## src/rtl/tirq_pkg.sv

```systemverilog
package tirq_pkg;
  localparam int unsigned LINE_LEG0 = 0;
  localparam int unsigned LINE_LEG1 = 8;
  localparam int unsigned LINE_RTC  = 8;
  localparam int unsigned MSG_W     = 64;
  localparam int unsigned HALF_W    = 32;

  typedef struct packed {
    logic [HALF_W-1:0] addr;
    logic [HALF_W-1:0] data;
  } msg_t;
endpackage

```

## src/rtl/tirq_status.sv

```systemverilog
module tirq_status #(
  parameter int unsigned N = 8
) (
  input  logic         clk,
  input  logic         rst,
  input  logic         glb_en_i,
  input  logic [N-1:0] tmr_en_i,
  input  logic [N-1:0] level_i,
  input  logic [N-1:0] msg_en_i,
  input  logic [N-1:0] fire_i,
  input  logic         clr_we_i,
  input  logic [N-1:0] clr_data_i,
  output logic [N-1:0] status_q,
  output logic [N-1:0] status_d,
  output logic [N-1:0] edge_fire,
  output logic [N-1:0] msg_fire
);
  logic [N-1:0] men_q;
  logic [N-1:0] live;
  logic [N-1:0] set_lvl;
  logic [N-1:0] kill;

  genvar g;
  generate
    for (g = 0; g < N; g++) begin : g_ch
      assign live[g]      = fire_i[g] & tmr_en_i[g] & glb_en_i;
      assign set_lvl[g]   = live[g] & level_i[g] & ~msg_en_i[g];
      assign edge_fire[g] = live[g] & ~level_i[g] & ~msg_en_i[g];
      assign msg_fire[g]  = live[g] & msg_en_i[g];
      assign kill[g]      = (clr_we_i & clr_data_i[g]) | ~tmr_en_i[g] | ~glb_en_i
                          | (msg_en_i[g] & ~men_q[g]);
      assign status_d[g]  = set_lvl[g] | (status_q[g] & ~kill[g]);

      always_ff @(posedge clk) begin
        if (rst) begin
          status_q[g] <= 1'b0;
          men_q[g]    <= 1'b0;
        end else begin
          status_q[g] <= status_d[g];
          men_q[g]    <= msg_en_i[g];
        end
      end

      // a one written to a set bit clears it unless it fires again
      p_w1c_r4: assert property (@(posedge clk) disable iff (rst)
        (clr_we_i && clr_data_i[g] && !fire_i[g]) |=> !status_q[g]);
      // message enable rising clears status
      p_msg_rise_r7: assert property (@(posedge clk) disable iff (rst)
        $rose(msg_en_i[g]) |=> !status_q[g]);
      // a disabled channel holds no status
      p_disabled_r3: assert property (@(posedge clk) disable iff (rst)
        (!tmr_en_i[g] || !glb_en_i) |=> !status_q[g]);
    end
  endgenerate
endmodule

```

## src/rtl/tirq_linemap.sv

```systemverilog
module tirq_linemap
  import tirq_pkg::*;
#(
  parameter int unsigned N      = 8,
  parameter int unsigned NLINES = 32,
  parameter int unsigned RW     = $clog2(NLINES)
) (
  input  logic              clk,
  input  logic              rst,
  input  logic              legacy_i,
  input  logic              rtc_i,
  input  logic [N*RW-1:0]   route_i,
  input  logic [N-1:0]      msg_en_i,
  input  logic [N-1:0]      status_d,
  input  logic [N-1:0]      edge_fire,
  output logic [NLINES-1:0] irq_q
);
  logic [RW-1:0]     eff [N];
  logic [N-1:0]      drive;
  logic [NLINES-1:0] lines_d;

  genvar g;
  generate
    for (g = 0; g < N; g++) begin : g_eff
      if (g == 0) begin : g_l0
        assign eff[g] = legacy_i ? RW'(LINE_LEG0) : route_i[g*RW +: RW];
      end else if (g == 1) begin : g_l1
        assign eff[g] = legacy_i ? RW'(LINE_LEG1) : route_i[g*RW +: RW];
      end else begin : g_ln
        assign eff[g] = route_i[g*RW +: RW];
      end
      assign drive[g] = (status_d[g] & ~msg_en_i[g]) | edge_fire[g];
    end
  endgenerate

  always_comb begin
    lines_d = '0;
    for (int i = 0; i < N; i++) begin
      if (drive[i]) lines_d[eff[i]] = 1'b1;
    end
    if (!legacy_i && rtc_i) lines_d[LINE_RTC] = 1'b1;
  end

  always_ff @(posedge clk) begin
    if (rst) irq_q <= '0;
    else     irq_q <= lines_d;
  end

  // an undriven line with no RTC source is low after the edge
  p_idle_low_r9: assert property (@(posedge clk) disable iff (rst)
    (drive == '0 && (legacy_i || !rtc_i)) |=> (irq_q == '0));
endmodule

```

## src/rtl/tirq_msgq.sv

```systemverilog
module tirq_msgq
  import tirq_pkg::*;
#(
  parameter int unsigned N  = 8,
  parameter int unsigned IW = (N > 1) ? $clog2(N) : 1
) (
  input  logic             clk,
  input  logic             rst,
  input  logic [N-1:0]     msg_fire,
  input  logic [N*MSG_W-1:0] msg_reg_i,
  output logic             msg_valid_q,
  output msg_t             msg_q
);
  logic [N-1:0]  pend_q;
  logic [N-1:0]  pend_d;
  logic [N-1:0]  grant;
  logic [IW-1:0] sel;
  logic          found;
  logic [MSG_W-1:0] mreg [N];

  genvar g;
  generate
    for (g = 0; g < N; g++) begin : g_m
      assign mreg[g] = msg_reg_i[g*MSG_W +: MSG_W];
    end
  endgenerate

  always_comb begin
    sel   = '0;
    found = 1'b0;
    grant = '0;
    for (int i = 0; i < N; i++) begin
      if (pend_q[i] && !found) begin
        sel      = IW'(i);
        found    = 1'b1;
        grant[i] = 1'b1;
      end
    end
    pend_d = (pend_q & ~grant) | msg_fire;
  end

  always_ff @(posedge clk) begin
    if (rst) begin
      pend_q      <= '0;
      msg_valid_q <= 1'b0;
      msg_q       <= '0;
    end else begin
      pend_q      <= pend_d;
      msg_valid_q <= found;
      if (found) begin
        msg_q.addr <= mreg[sel][MSG_W-1:HALF_W];
        msg_q.data <= mreg[sel][HALF_W-1:0];
      end
    end
  end

  // a write only follows a pending request
  p_write_src_r5: assert property (@(posedge clk) disable iff (rst)
    msg_valid_q |-> ($past(pend_q) != '0));
  // one grant per cycle drains one pending bit
  p_one_grant_r6: assert property (@(posedge clk) disable iff (rst)
    (msg_fire == '0 && pend_q != '0) |=> ($countones(pend_q) == $countones($past(pend_q)) - 1));
endmodule

```

## src/rtl/tirq_router.sv

```systemverilog
module tirq_router
  import tirq_pkg::*;
#(
  parameter int unsigned N      = 8,
  parameter int unsigned NLINES = 32,
  parameter int unsigned RW     = $clog2(NLINES)
) (
  input  logic                 clk,
  input  logic                 rst,
  input  logic                 glb_en_i,
  input  logic                 legacy_i,
  input  logic [N-1:0]         tmr_en_i,
  input  logic [N-1:0]         level_i,
  input  logic [N-1:0]         msg_en_i,
  input  logic [N*RW-1:0]      route_i,
  input  logic [N*MSG_W-1:0]   msg_reg_i,
  input  logic [N-1:0]         fire_i,
  input  logic                 clr_we_i,
  input  logic [N-1:0]         clr_data_i,
  input  logic                 rtc_i,
  output logic [NLINES-1:0]    irq_o,
  output logic [N-1:0]         status_o,
  output logic                 msg_valid_o,
  output logic [HALF_W-1:0]    msg_addr_o,
  output logic [HALF_W-1:0]    msg_data_o
);
  logic [N-1:0] status_d;
  logic [N-1:0] edge_fire;
  logic [N-1:0] msg_fire;
  msg_t         msg;
  logic         rst_q;

  tirq_status #(.N(N)) u_status (
    .clk(clk), .rst(rst), .glb_en_i(glb_en_i), .tmr_en_i(tmr_en_i),
    .level_i(level_i), .msg_en_i(msg_en_i), .fire_i(fire_i),
    .clr_we_i(clr_we_i), .clr_data_i(clr_data_i),
    .status_q(status_o), .status_d(status_d),
    .edge_fire(edge_fire), .msg_fire(msg_fire)
  );

  tirq_linemap #(.N(N), .NLINES(NLINES), .RW(RW)) u_lines (
    .clk(clk), .rst(rst), .legacy_i(legacy_i), .rtc_i(rtc_i),
    .route_i(route_i), .msg_en_i(msg_en_i), .status_d(status_d),
    .edge_fire(edge_fire), .irq_q(irq_o)
  );

  tirq_msgq #(.N(N)) u_msg (
    .clk(clk), .rst(rst), .msg_fire(msg_fire), .msg_reg_i(msg_reg_i),
    .msg_valid_q(msg_valid_o), .msg_q(msg)
  );

  assign msg_addr_o = msg.addr;
  assign msg_data_o = msg.data;

  always_ff @(posedge clk) rst_q <= rst;

  // outputs idle one edge after reset
  always_ff @(posedge clk) begin
    if (rst_q) begin
      p_reset_idle_r10: assert (irq_o == '0 && status_o == '0 && !msg_valid_o);
    end
  end

  // legacy mode pins channel 0 to line 0 and channel 1 to line 8
  p_legacy0_r1: assert property (@(posedge clk) disable iff (rst)
    (legacy_i && glb_en_i && tmr_en_i[0] && fire_i[0] && !msg_en_i[0]) |=> irq_o[LINE_LEG0]);
  p_legacy1_r1: assert property (@(posedge clk) disable iff (rst)
    (legacy_i && glb_en_i && tmr_en_i[1] && fire_i[1] && !msg_en_i[1]) |=> irq_o[LINE_LEG1]);
  // RTC level reaches its line outside legacy mode
  p_rtc_pass_r8: assert property (@(posedge clk) disable iff (rst)
    (!legacy_i && rtc_i) |=> irq_o[LINE_RTC]);
endmodule

```

## config.mk

```make
export PLATFORM = sky130hd
export DESIGN_NAME = tirq_router
export DESIGN_NICKNAME = d
export VERILOG_FILES = /design/src/rtl/tirq_pkg.sv /design/src/rtl/tirq_status.sv /design/src/rtl/tirq_linemap.sv /design/src/rtl/tirq_msgq.sv /design/src/rtl/tirq_router.sv
export SDC_FILE = /design/constraint.sdc
export NUM_CORES = 1
export LEC_CHECK = 0
export BUFFER_PORTS_ARGS = -buffer_cell sky130_fd_sc_hd__buf_2
export CORE_AREA = 2 2 270 272
export DETAILED_ROUTE_END_ITERATION = 7
export DIE_AREA = 0 0 272 274
export HOLD_SLACK_MARGIN = 0.08
export PLACE_DENSITY = 0.35
export SLEW_MARGIN = 20
export SYNTH_ARGS = -nofsm -noshare
export SYNTH_HDL_FRONTEND = slang
export SYNTH_SLANG_ARGS = --single-unit
```

## constraint.sdc

```tcl
create_clock -name clk -period 6.3 [get_ports clk]
set_input_delay 0.945 -clock clk [delete_from_list [all_inputs] [get_ports clk]]
set_output_delay 0.945 -clock clk [all_outputs]
set_load 0.005 [all_outputs]
```

==> report_table.html <==
<table>
<tr><th>Metric</th><th>Value</th></tr>
<tr><th colspan="2">Synthesis</th></tr>
<tr><td>Sequential element share of the synthesized area</td><td>approximately a quarter</td></tr>
<tr><td>Share of synthesized cell area in full adder, half adder and majority cells</td><td>0%</td></tr>
<tr><td>Mean post-synth cell area</td><td>6.86 um2</td></tr>
<tr><td>Cell types occupying the most area after synthesis</td><td>sky130_fd_sc_hd__dfxtp_1 (24%), sky130_fd_sc_hd__nand2_1 (17%), sky130_fd_sc_hd__mux2i_1 (7.0%)</td></tr>
<tr><td>Mux cell area share after synthesis</td><td>7.10%</td></tr>
<tr><td>Netlist area before placement</td><td>0.0100 mm2</td></tr>
<tr><td>Top-area cell type share of the netlist area</td><td>24.2%</td></tr>
<tr><td>Total nets after synthesis</td><td>2060</td></tr>
<tr><td>Cell count after synthesis</td><td>1462</td></tr>
<tr><td>Number of warning messages in the yosys log</td><td>0</td></tr>
<tr><td>Distinct cells, synth</td><td>64</td></tr>
<tr><td>Asr flop ratio synth</td><td>0%</td></tr>
<tr><td>Top_reg_cell synth</td><td>sky130_fd_sc_hd__dfxtp_1</td></tr>
<tr><td>Number of synthesized register bits</td><td>121</td></tr>
<tr><td>Fraction of the mapped netlist area in simple logic gates</td><td>approximately a third</td></tr>
<tr><td>Post-Synth XOR/XNOR Area</td><td>0%</td></tr>
<tr><td>Count of flip-flops with a built-in enable after synthesis</td><td>0</td></tr>
<tr><td>Cell type with the largest total area after synthesis</td><td>sky130_fd_sc_hd__dfxtp_1</td></tr>
<tr><td>Combinational family with the most area after synthesis</td><td>simple AND/OR/NAND/NOR gates</td></tr>
<tr><td>Fraction of the mapped netlist area in compound gates</td><td>29.4%</td></tr>
<tr><th colspan="2">Pwr</th></tr>
<tr><td>Peak supply drop</td><td>180 uV</td></tr>
<tr><td>Power Density</td><td>182 mW/mm2</td></tr>
<tr><td>Static Leakage</td><td>0.00685 uW</td></tr>
<tr><th colspan="2">STA</th></tr>
<tr><td>FMAX</td><td>roughly 270 MHz</td></tr>
<tr><td>Number of failing hold endpoints at the final stage</td><td>0</td></tr>
<tr><td>Total count of max-transition violations in the final report</td><td>0</td></tr>
<tr><td>Worst slew margin</td><td>32.1%</td></tr>
<tr><td>Min Hold Slack</td><td>0.460 ns</td></tr>
<tr><td>Clock skew after layout</td><td>0.0108 ns</td></tr>
<tr><td>Total negative slack for setup checks</td><td>0 ns</td></tr>
<tr><td>Post-route fraction of the period consumed by the critical path</td><td>between 50 and 60%</td></tr>
<tr><td>RSZ-0062 raised after global routing</td><td>no</td></tr>
<tr><td>Setup-failing EPs final</td><td>0</td></tr>
<tr><td>Shortest clock period the worst path allows after layout</td><td>3.64 ns</td></tr>
<tr><td>Transition at the pin with the smallest max-transition slack</td><td>roughly 1 ns</td></tr>
<tr><th colspan="2">Clock network</th></tr>
<tr><td>Num CTS Buffers</td><td>17</td></tr>
<tr><td>Clock Tree Root</td><td>sky130_fd_sc_hd__clkbuf_16</td></tr>
<tr><td># clock sinks</td><td>121</td></tr>
<tr><td>CTS hold repair buffers</td><td>0</td></tr>
<tr><td>Post-cts gate resize count</td><td>0</td></tr>
<tr><td>TritonCTS clock tree</td><td>built</td></tr>
<tr><td>Buffer levels on the longest clock path</td><td>2</td></tr>
<tr><td>H-tree levels</td><td>4</td></tr>
<tr><td>Clock Latency Late Sink</td><td>0.49 ns</td></tr>
<tr><td>Setup fix buffers added after clock tree synthesis</td><td>0</td></tr>
<tr><td>Reg clk slew, reported paths</td><td>0.07 ns</td></tr>
<tr><th colspan="2">Drt</th></tr>
<tr><td>Via-to-Cell Ratio</td><td>roughly 5</td></tr>
<tr><td>Via total after detailed routing</td><td>15300</td></tr>
<tr><td>Number of search-and-repair iterations in the first detailed-routing pass</td><td>6</td></tr>
<tr><td>Mean routed wirelength per cell</td><td>around 29 um</td></tr>
<tr><td>First-iteration detailed-routing DRC count</td><td>1531</td></tr>
<tr><td>Remaining DRCs</td><td>0</td></tr>
<tr><td>Drt total wl</td><td>between 90 and 100 mm</td></tr>
<tr><td>Number of nets with antenna violations after routing</td><td>0</td></tr>
<tr><th colspan="2">Die</th></tr>
<tr><td>Number of top-level pins</td><td>about 700</td></tr>
<tr><td>Die outline height</td><td>between 200 and 300 um</td></tr>
<tr><td>Area of the die</td><td>0.0745 mm2</td></tr>
<tr><td>Core region area</td><td>approximately 0.072 mm2</td></tr>
<tr><td>Number of cell rows</td><td>99</td></tr>
<tr><td>Die width</td><td>272 um</td></tr>
<tr><td>Starting Density</td><td>13.9%</td></tr>
<tr><th colspan="2">Setup path</th></tr>
<tr><td>Required time worst endpoint</td><td>around 6.7 ns</td></tr>
<tr><td>Worst-path fanout max</td><td>62</td></tr>
<tr><td>Data arrival time at the worst-slack endpoint</td><td>4.01 ns</td></tr>
<tr><td>Cell at the slowest stage of the critical path</td><td>sky130_fd_sc_hd__buf_4</td></tr>
<tr><td>Cells along the critical path</td><td>nand2b_1 &gt; a221o_1 &gt; and2_4 &gt; buf_4 &gt; mux2i_1 &gt; a32oi_1 &gt; a32o_1</td></tr>
<tr><td>Sort of element at the end of the critical path</td><td>flip-flop</td></tr>
<tr><td>Largest stage delay, worst path</td><td>between 0.8 and 0.9 ns</td></tr>
<tr><td>CP startpoint kind</td><td>flip-flop</td></tr>
<tr><td>CP Class</td><td>reg2reg</td></tr>
<tr><th colspan="2">Global route</th></tr>
<tr><td>First-pass GRT wire length</td><td>120 mm</td></tr>
<tr><td>Overall Global Routing Usage</td><td>23.1%</td></tr>
<tr><td>Maximum number of pins on one net before global-route repair</td><td>71</td></tr>
<tr><td>Antenna violations before repair</td><td>65</td></tr>
<tr><td>Via count of the first global-routing pass</td><td>14700</td></tr>
<tr><td>GRT overflow</td><td>0</td></tr>
<tr><th colspan="2">Cells and area</th></tr>
<tr><td>Area Overhead vs Synth</td><td>49.3%</td></tr>
<tr><td>Proportion of layout cells with a drive suffix above 1</td><td>37.1%</td></tr>
<tr><td>Final net count</td><td>2685</td></tr>
<tr><th colspan="2">Placement</th></tr>
<tr><td>Final GP Congestion</td><td>0.949</td></tr>
<tr><td>Post-DP HPWL</td><td>72.9 mm</td></tr>
<tr><td>Count of input and output buffers</td><td>702</td></tr>
<tr><th colspan="2">Job</th></tr>
<tr><td>Max-cap violation count</td><td>0</td></tr>
<tr><th colspan="2">Outcome</th></tr>
<tr><td>Result of the run</td><td>completed</td></tr>
<tr><th colspan="2">Min path</th></tr>
<tr><td>Min-delay worst type</td><td>reg2reg</td></tr>
</table>
[stage by stage]
| stage | total power [uW] | setup WS [ns] | util (%) | area (um2) | instances |
|---|---|---|---|---|---|
| after detailed placement | 1680 | 2.65 | 19.9 | 14300 | 3027 |
| final | 2720 | 2.66 | 20.8 | 15000 | 3080 |
| after global routing | 2840 | 2.52 | 20.8 | 14900 | 3069 |
| after global placement | 1670 | 2.68 | 19.9 | 14300 | 3027 |
| after floorplan | 1220 | 3.55 | - | 10000 | 1462 |
| after CTS | 2760 | 2.63 | 20.7 | 14900 | 3059 |
[cell type report]
cell class	count	area, um2
antenna	21	52.6
inverter	16	60.1
tap	959	1200
clock buffer	19	443
fill	8425	57000
multi-input combinational	1213	7020
clock inverter	13	145
timing repair buffer	718	3630
sequential	121	2420
[worst paths after layout]
kind	from	to	slack (ns)	depth (start not counted)
hold reg to reg	u_msg.msg_q[27]	u_msg.msg_q[27]	0.46	1
hold / removal	u_msg.msg_q[27]	u_msg.msg_q[27]	0.46	1
setup reg to reg	u_msg.pend_q[4]	u_msg.msg_q[10]	2.66	7
setup / recovery	u_msg.pend_q[4]	u_msg.msg_q[10]	2.66	7
[layout by cell type, fill, tap and decap left out, types with 8 or more instances in the layout]
| master | count |
|---|---|
| sky130_fd_sc_hd__a211oi_1 | 13 |
| sky130_fd_sc_hd__a21oi_1 | 42 |
| sky130_fd_sc_hd__a221oi_1 | 8 |
| sky130_fd_sc_hd__a31oi_1 | 85 |
| sky130_fd_sc_hd__a32o_1 | 62 |
| sky130_fd_sc_hd__a32oi_1 | 63 |
| sky130_fd_sc_hd__buf_2 | 702 |
| sky130_fd_sc_hd__buf_4 | 16 |
| sky130_fd_sc_hd__clkbuf_16 | 17 |
| sky130_fd_sc_hd__dfxtp_1 | 121 |
| sky130_fd_sc_hd__diode_2 | 21 |
| sky130_fd_sc_hd__inv_1 | 16 |
| sky130_fd_sc_hd__mux2i_1 | 70 |
| sky130_fd_sc_hd__nand2_1 | 445 |
| sky130_fd_sc_hd__nand2b_1 | 13 |
| sky130_fd_sc_hd__nand3_1 | 81 |
| sky130_fd_sc_hd__nand3b_1 | 14 |
| sky130_fd_sc_hd__nand4_1 | 12 |
| sky130_fd_sc_hd__nor2_1 | 87 |
| sky130_fd_sc_hd__nor2b_1 | 20 |
| sky130_fd_sc_hd__nor3_1 | 21 |
| sky130_fd_sc_hd__o21ai_0 | 15 |
| sky130_fd_sc_hd__o22ai_1 | 53 |
[where the power goes]
part / total (uW) / internal [uW] / switching (uW) / leakage [uW]
Sequential: 840 / 813 / 26.4 / 0.000986
Clock: 1060 / 595 / 465 / 0.000280
Combinational: 821 / 324 / 496 / 0.00558
Total: 2720 / 1730 / 988 / 0.00685
[cell families (layout without fill, tap and decap cells)]
family	count (synthesis)	in the layout
AO/OA/AOI/OAI	393	393
other	0	21
buffers and inverters	128	766
AND/OR/NAND/NOR	749	749
multiplexers	71	71
flip-flops	121	121
[worst max-delay path, delay by kind of cell (launching register included)]
family / cells / cell delay, ns
DFF: 1 / 0.42
muxes: 1 / 0.43
and+or+nand+nor: 2 / 0.88
buffers and inverters: 1 / 0.87
AOI/OAI and AO/OA: 3 / 0.85
[routing by layer]
layer	routed length [um]	up-vias	share of wire, %	track usage [%]
met4	2090	48	2.3	6.71
met1	36600	7421	40	28.3
met2	41200	883	46	37.1
met5	300	-	0.33	0
met3	10400	177	11	9.24
li1	-	6723	-	-
[flip-flops by register name, indices dropped and copies added (netlist names)]
register and count:
u_status.men_q 8, u_lines.irq_q 32, u_msg.msg_q 64, u_status.status_q 8
u_msg.pend_q 8, u_msg.msg_valid_q 1
[cell usage after synthesis (all sizes together) (4+ instances only)]
cell type and number:
nand4 12, nor3b 8, nor2 87, o21ai 15, nand3 81, a31oi 85
clkbuf 60, nor4 7, a32o 62, o32ai 7, a21boi 7, or2 5
nand2 447, or3 7, nand3b 14, inv 16, and3 5, nor2b 20
a21oi 42, o22ai 53, and2 5, nor3 23, mux2i 70, a32oi 63
a211oi 13, o221a 4, buf 52, a221oi 8, nand2b 13, dfxtp 121
Power figures use the tool's default switching activity.
